**config.mk**
```make
export PLATFORM = sky130hd
export DESIGN_NAME = gpio_mask_port
export DESIGN_NICKNAME = d
export VERILOG_FILES = /design/src/rtl/gpio_mask_port.sv
export SDC_FILE = /design/constraint.sdc
export NUM_CORES = 1
export LEC_CHECK = 0
export BUFFER_PORTS_ARGS = -buffer_cell sky130_fd_sc_hd__buf_2
export CELL_PAD_IN_SITES_DETAIL_PLACEMENT = 1
export CELL_PAD_IN_SITES_GLOBAL_PLACEMENT = 1
export CORE_MARGIN = 5
export CORE_UTILIZATION = 25
export DETAILED_ROUTE_END_ITERATION = 6
export PLACE_DENSITY_LB_ADDON = 0.1
export SLEW_MARGIN = 20
export SYNTH_ARGS = -nofsm -noshare
export SYNTH_HDL_FRONTEND = slang
export SYNTH_SLANG_ARGS = --single-unit
```
**constraint.sdc**
```tcl
create_clock -name clk -period 1.09 [get_ports clk]
set_input_delay 0.109 -clock clk [delete_from_list [all_inputs] [get_ports clk]]
set_output_delay 0.109 -clock clk [all_outputs]
set_load 0.01 [all_outputs]
```
**src/rtl/gpio_mask_port.sv**
```systemverilog
module gpio_mask_port #(
  parameter int ADDR_W = 12,
  parameter logic [ADDR_W-1:0] DIR_OFFSET = 'h400
) (
  input  logic              clk,
  input  logic              rst_n,
  input  logic              bus_sel,
  input  logic              bus_we,
  input  logic [ADDR_W-1:0] bus_addr,
  input  logic [7:0]        bus_wdata,
  output logic [7:0]        bus_rdata,
  input  logic [7:0]        pin_in,
  output logic [7:0]        pin_out,
  output logic [7:0]        pin_oe
);
  localparam int LANES = 8;
  localparam int MASK_LSB = 2;

  logic [LANES-1:0] dir_q, out_q, sync1_q, sync2_q;
  logic [LANES-1:0] lane_mask, lane_val, rd_next, wr_en;
  logic             hit_data, hit_dir, do_wr, do_rd;

  assign hit_data  = bus_addr < DIR_OFFSET;
  assign hit_dir   = bus_addr == DIR_OFFSET;
  assign lane_mask = bus_addr[MASK_LSB +: LANES];
  assign do_wr     = bus_sel & bus_we;
  assign do_rd     = bus_sel & ~bus_we;
  assign wr_en     = lane_mask & dir_q;
  assign lane_val  = (dir_q & out_q) | (~dir_q & sync2_q);

  always_comb begin
    if (hit_data)     rd_next = lane_val & lane_mask;
    else if (hit_dir) rd_next = dir_q;
    else              rd_next = '0;
  end

  always_ff @(posedge clk) begin
    if (!rst_n) begin
      sync1_q <= '0;
      sync2_q <= '0;
    end else begin
      sync1_q <= pin_in;
      sync2_q <= sync1_q;
    end
  end

  always_ff @(posedge clk) begin
    if (!rst_n) begin
      dir_q <= '0;
      out_q <= '0;
    end else if (do_wr) begin
      if (hit_dir)  dir_q <= bus_wdata;
      if (hit_data) out_q <= (out_q & ~wr_en) | (bus_wdata & wr_en);
    end
  end

  always_ff @(posedge clk) begin
    if (!rst_n)     bus_rdata <= '0;
    else if (do_rd) bus_rdata <= rd_next;
  end

  assign pin_oe  = dir_q;
  assign pin_out = out_q;
endmodule

```
After elaboration in Yosys (flattened, before gate mapping)
Cells that the tools add are included.
{ "word_totals": {"regBits": 40, "output_inout_bits": 24, "word_cells": 24} }
{ "classes": {"n_lt_le_gt_ge": 1, "n_eq_ne": 1, "mux": 2, "bitwise": 13, "n_reduce_logical": 2} }
{ "ops": {"columns": ["cell", "count"], "rows": [
  ["AND 8 bit", 6],
  ["2-to-1 mux 8 bit", 2],
  ["NOT 8 bit", 2],
  ["bitwise OR 8 bit", 2],
  ["== test 12 x 11 -> 1 bit, second input constant", 1],
  ["< comparator 12 x 11 -> 1 bit, second input constant", 1],
  ["AND reduction 2 bit", 2],
  ["AND 1 bit", 2],
  ["NOT 1 bit", 1]
]} }

Logic depth before layout (Yosys ltp)
{ "depth": {"depth_word": 5, "mapped_depth": 4} }

Least setup slack after synthesis
OpenSTA, ideal clock, no wires.
{ "synth_timing": {"path_type": "register to register", "from": "reg dir_q[7], in the netlist pin_oe[7]", "to": "reg bus_rdata[7]", "arrival_time_ns": 0.990, "slack_ns": -0.021, "path_stages_with_launch": 4, "n_path_buf": 0, "path_cell_list": "dfxtp_1 > mux2_2 > a31oi_1 > a21oi_1"} }
{ "synth_via": {"elab_chain_len": 5, "word_cells_on_any_way": 7, "classes_between": "mux: 2; bitwise: 5"} }
{ "synth_rtl": {"columns": ["element", "line_no", "text"], "rows": [
  ["start: declaration", "19", "logic [LANES-1:0] dir_q, out_q, sync1_q, sync2_q;"],
  ["start signal: assignment", "52", "if (hit_dir) dir_q <= bus_wdata;"],
  ["NOT 8 bit", "29", "assign lane_val = (dir_q & out_q) | (~dir_q & sync2_q);"],
  ["AND 8 bit", "29", null],
  ["bitwise OR 8 bit", "29", null],
  ["AND 8 bit", "32", "if (hit_data) rd_next = lane_val & lane_mask;"],
  ["2-to-1 mux 8 bit *", "32", null],
  ["end signal: assignment", "59", "else if (do_rd) bus_rdata <= rd_next;"],
  ["end: declaration", "11", "output logic [7:0] bus_rdata,"]
]} }
Every way passes the cells marked *; elsewhere a longest branch is shown, timed or not.
A chain may end at the register's enable or synchronous reset.

Worst setup path after layout
{ "layout_timing": {"from": "reg dir_q[4], in the netlist pin_oe[4]", "to": "reg bus_rdata[4]"} }
The elaborated chain is that of the path after synthesis.

==> impl_metrics.tcl <==
set metrics [dict create \
    hold_ws_ns 0.0222 \
    grt_first_pass_wirelength_um 8540 \
    synth_warnings 0 \
    drc 0 \
    fin_area_sq_um 2290 \
    multi_input_area_sq_um 787 \
    grt_overflow 0 \
    final_net_count 285 \
    combPwrFrac_pct 10.6 \
    worstPathArrival_ns 1.21 \
    slowest_delay_ns 0.34 \
    grtUsageTotal_pct 13.1 \
    r2r-start "pin_oe[4]" \
    syn_inst 170 \
    die_area_sq_um 8200 \
    holdBufCountCts 0 \
    cp_cell_sequence "mux2_2 -> a31oi_1 -> a21oi_1" \
    antenna_found_initial 0 \
    synth-seq-area-share_pct 49.4 \
    totalWireLength_um 5300 \
    via_per_inst 4.62 \
    drtAntennaViolNets 0 \
    drt_iter0_markers 51 \
    clockBufferDepth 2 \
    via_count 1529 \
    cp_max_fo 2 \
    ir_drop_uv 663 \
    end_kind "flop" \
    rsz0062_at_grt "no" \
    drv_cap 0 \
    setup_tns_ns 0 \
    pwr-share-seq_pct 53.4 \
    area_growth_pct 41.1 \
    dieWidth_um 90.5 \
    power_density_nw_per_um2 1240 \
    h-tree-depth 2 \
    reg2reg_to "bus_rdata[4]" \
    routabilityCongestion 0.710 \
    n_fill_cell 767 \
    cts_tree "yes" \
    status "complete, no violations" \
    sw_frac_of_total_pct 24.4 \
    min_from "pin_in[0]" \
    grt_max_degree 21 \
    post_cts_resized 0 \
    synth.net_count 202 \
    rows 29 \
    crit_type "flop to flop" \
    fmax_mhz 973 \
    netlist_area_sq_um 1620 \
    diodes 0 \
    first_global_vias 1584 \
    r2r_cells 3 \
    placed_cell_area_sq_um 2200 \
    cts.clk_slew.worst_paths_ns 0.08 \
    start_util_pct 25.7 \
    pre_cts_slack_ns -0.171 \
    root_buffer "clkbuf_8" \
    slew_headroom_pct 57.3 \
    wire_per_inst_um 16.0 \
    period_share_pct 94.3 \
    seq_area_sq_um 811 \
    r2r_slack_ns 0.06 \
    pwr-share-clk_pct 35.9 \
    dp_hpwl_um 3960 \
    slew_violations 0 \
    place.port_buffers 55 \
    drive_gt1_share_pct 43.3 \
    hp-class "primary input to flop" \
    post-cts-setup-buffer-count 0 \
    fin_crit_ns 1.03 \
    setup_viol 0 \
    tightestPinTransition_ns 0.639 \
    intPower_mw 2.15 \
    cts.sinks 40 \
    power.switching_mw 0.695 \
    io_pins 56 \
    clk_latency_ns 0.29 \
    ys_seq_elements 40 \
    synth_cell_type_count 21 \
    min_to "sync1_q[0]" \
    hold-path-cell-count 2 \
    fin_ws_ns 0.0618 \
    hold_violations 0 \
    crit_path_start_kind "flop" \
    leakage_nw 1.05 \
    finClkSkew_ns 0.0102 \
    avgSynthCellArea_sq_um 9.54 \
    finish.utilization_pct 36.2 \
    die_height_um 90.5 \
    worstPathRequired_ns 1.27 \
    dr.pass1.iters 4 \
    cpMaxStageDelayCell "dfxtp_2" \
    core_region_area_sq_um 6310 \
    cts_buffers 5 \
    cp-startpoint "pin_oe[4]" \
]
-- worst max-delay path: cells and delay by family, from the launching register on --
kind,cells,cell delay [ns]
flops,1,0.34
mux,1,0.33
compound gates,2,0.25
-- placed cells by master, fill, tap and decap left out --
cell type / Yosys / routed
buf_2: 0 / 55
dfxtp_1: 40 / 32
buf_4: 1 / 27
nand2_1: 25 / 25
and2_1: 16 / 16
nand4_1: 16 / 16
o21ai_0: 16 / 16
a21oi_1: 16 / 16
mux2_2: 8 / 8
a31oi_1: 8 / 8
mux2i_1: 8 / 8
dfxtp_2: 0 / 8
clkbuf_8: 0 / 6
nor4_4: 2 / 2
clkinv_2: 0 / 2
nor4bb_1: 1 / 1
nand4bb_1: 1 / 1
inv_1: 1 / 1
nor2_1: 1 / 1
nand2b_1: 1 / 1
nor4b_4: 1 / 1
nor2b_1: 1 / 1
nand4b_1: 1 / 1
buf_12: 0 / 1
-- synth_stat cells --
cell type | count | area share, %
a21oi_1 | 16 | 4.9
a31oi_1 | 8 | 3.1
and2_1 | 16 | 6.2
buf_1 | 1 | 0.23
buf_4 | 1 | 0.46
clkbuf_1 | 5 | 1.2
dfxtp_1 | 40 | 49
inv_1 | 1 | 0.23
mux2_2 | 8 | 5.6
mux2i_1 | 8 | 4.9
nand2_1 | 25 | 5.8
nand2b_1 | 1 | 0.39
nand4_1 | 16 | 6.2
nand4b_1 | 1 | 0.54
nand4bb_1 | 1 | 0.69
nor2_1 | 1 | 0.23
nor2b_1 | 1 | 0.39
nor4_4 | 2 | 2.6
nor4b_4 | 1 | 1.5
nor4bb_1 | 1 | 0.62
o21ai_0 | 16 | 4.9
-- metrics by stage --
step                      power [mW]  instances
after global routing            2.99        331
after global placement          1.86        323
after detailed placement        1.86        323
after floorplan                 1.66        170
final                           2.85        331
after CTS                       2.89        331
-- kinds of logic (layout without fill, tap and decap cells) --
logic type,Yosys count,in the layout,synth area share (%)
AND/OR/NAND/NOR,66,66,25.1
AO/OA/AOI/OAI,40,40,13.0
flip-flops,40,40,49.4
multiplexers,16,16,10.5
buffers and inverters,8,92,2.08
-- final cells by class --
type,instances,share of cell area (%)
Multi-Input combinational cell,122,34.4
Tap cell,77,4.21
Clock inverter,2,0.437
Sequential cell,40,35.4
Timing Repair Buffer,83,21.8
Clock buffer,6,3.61
Inverter,1,0.164
-- how the worst max path moves through the flow --
stage / endpoint / cells after the start
2_1_floorplan: pin_oe[0] / 4
3_3_place_gp: pin_oe[5] / 5
3_5_place_dp: pin_oe[5] / 5
4_1_cts: bus_rdata[3] / 3
5_1_grt: bus_rdata[1] / 3
6_report: bus_rdata[4] / 3
-- per-layer routing --
metal  global-route usage, %  vias up  routed length (um)
li1                        -      780                   -
met1                    18.8      703                2670
met2                    18.7       38                2290
met3                    3.75        8                 273
met4                    4.47        0                  65
met5                       0        -                   0
-- power by group through the flow --
stage,clock network (mW),registers [mW],logic (mW)
2_1_floorplan,0,1.56,0.104
3_3_place_gp,0,1.56,0.302
3_5_place_dp,0,1.56,0.306
4_1_cts,1.06,1.52,0.307
5_1_grt,1.13,1.53,0.334
6_report,1.02,1.52,0.303
Power figures use the tool's default switching activity.
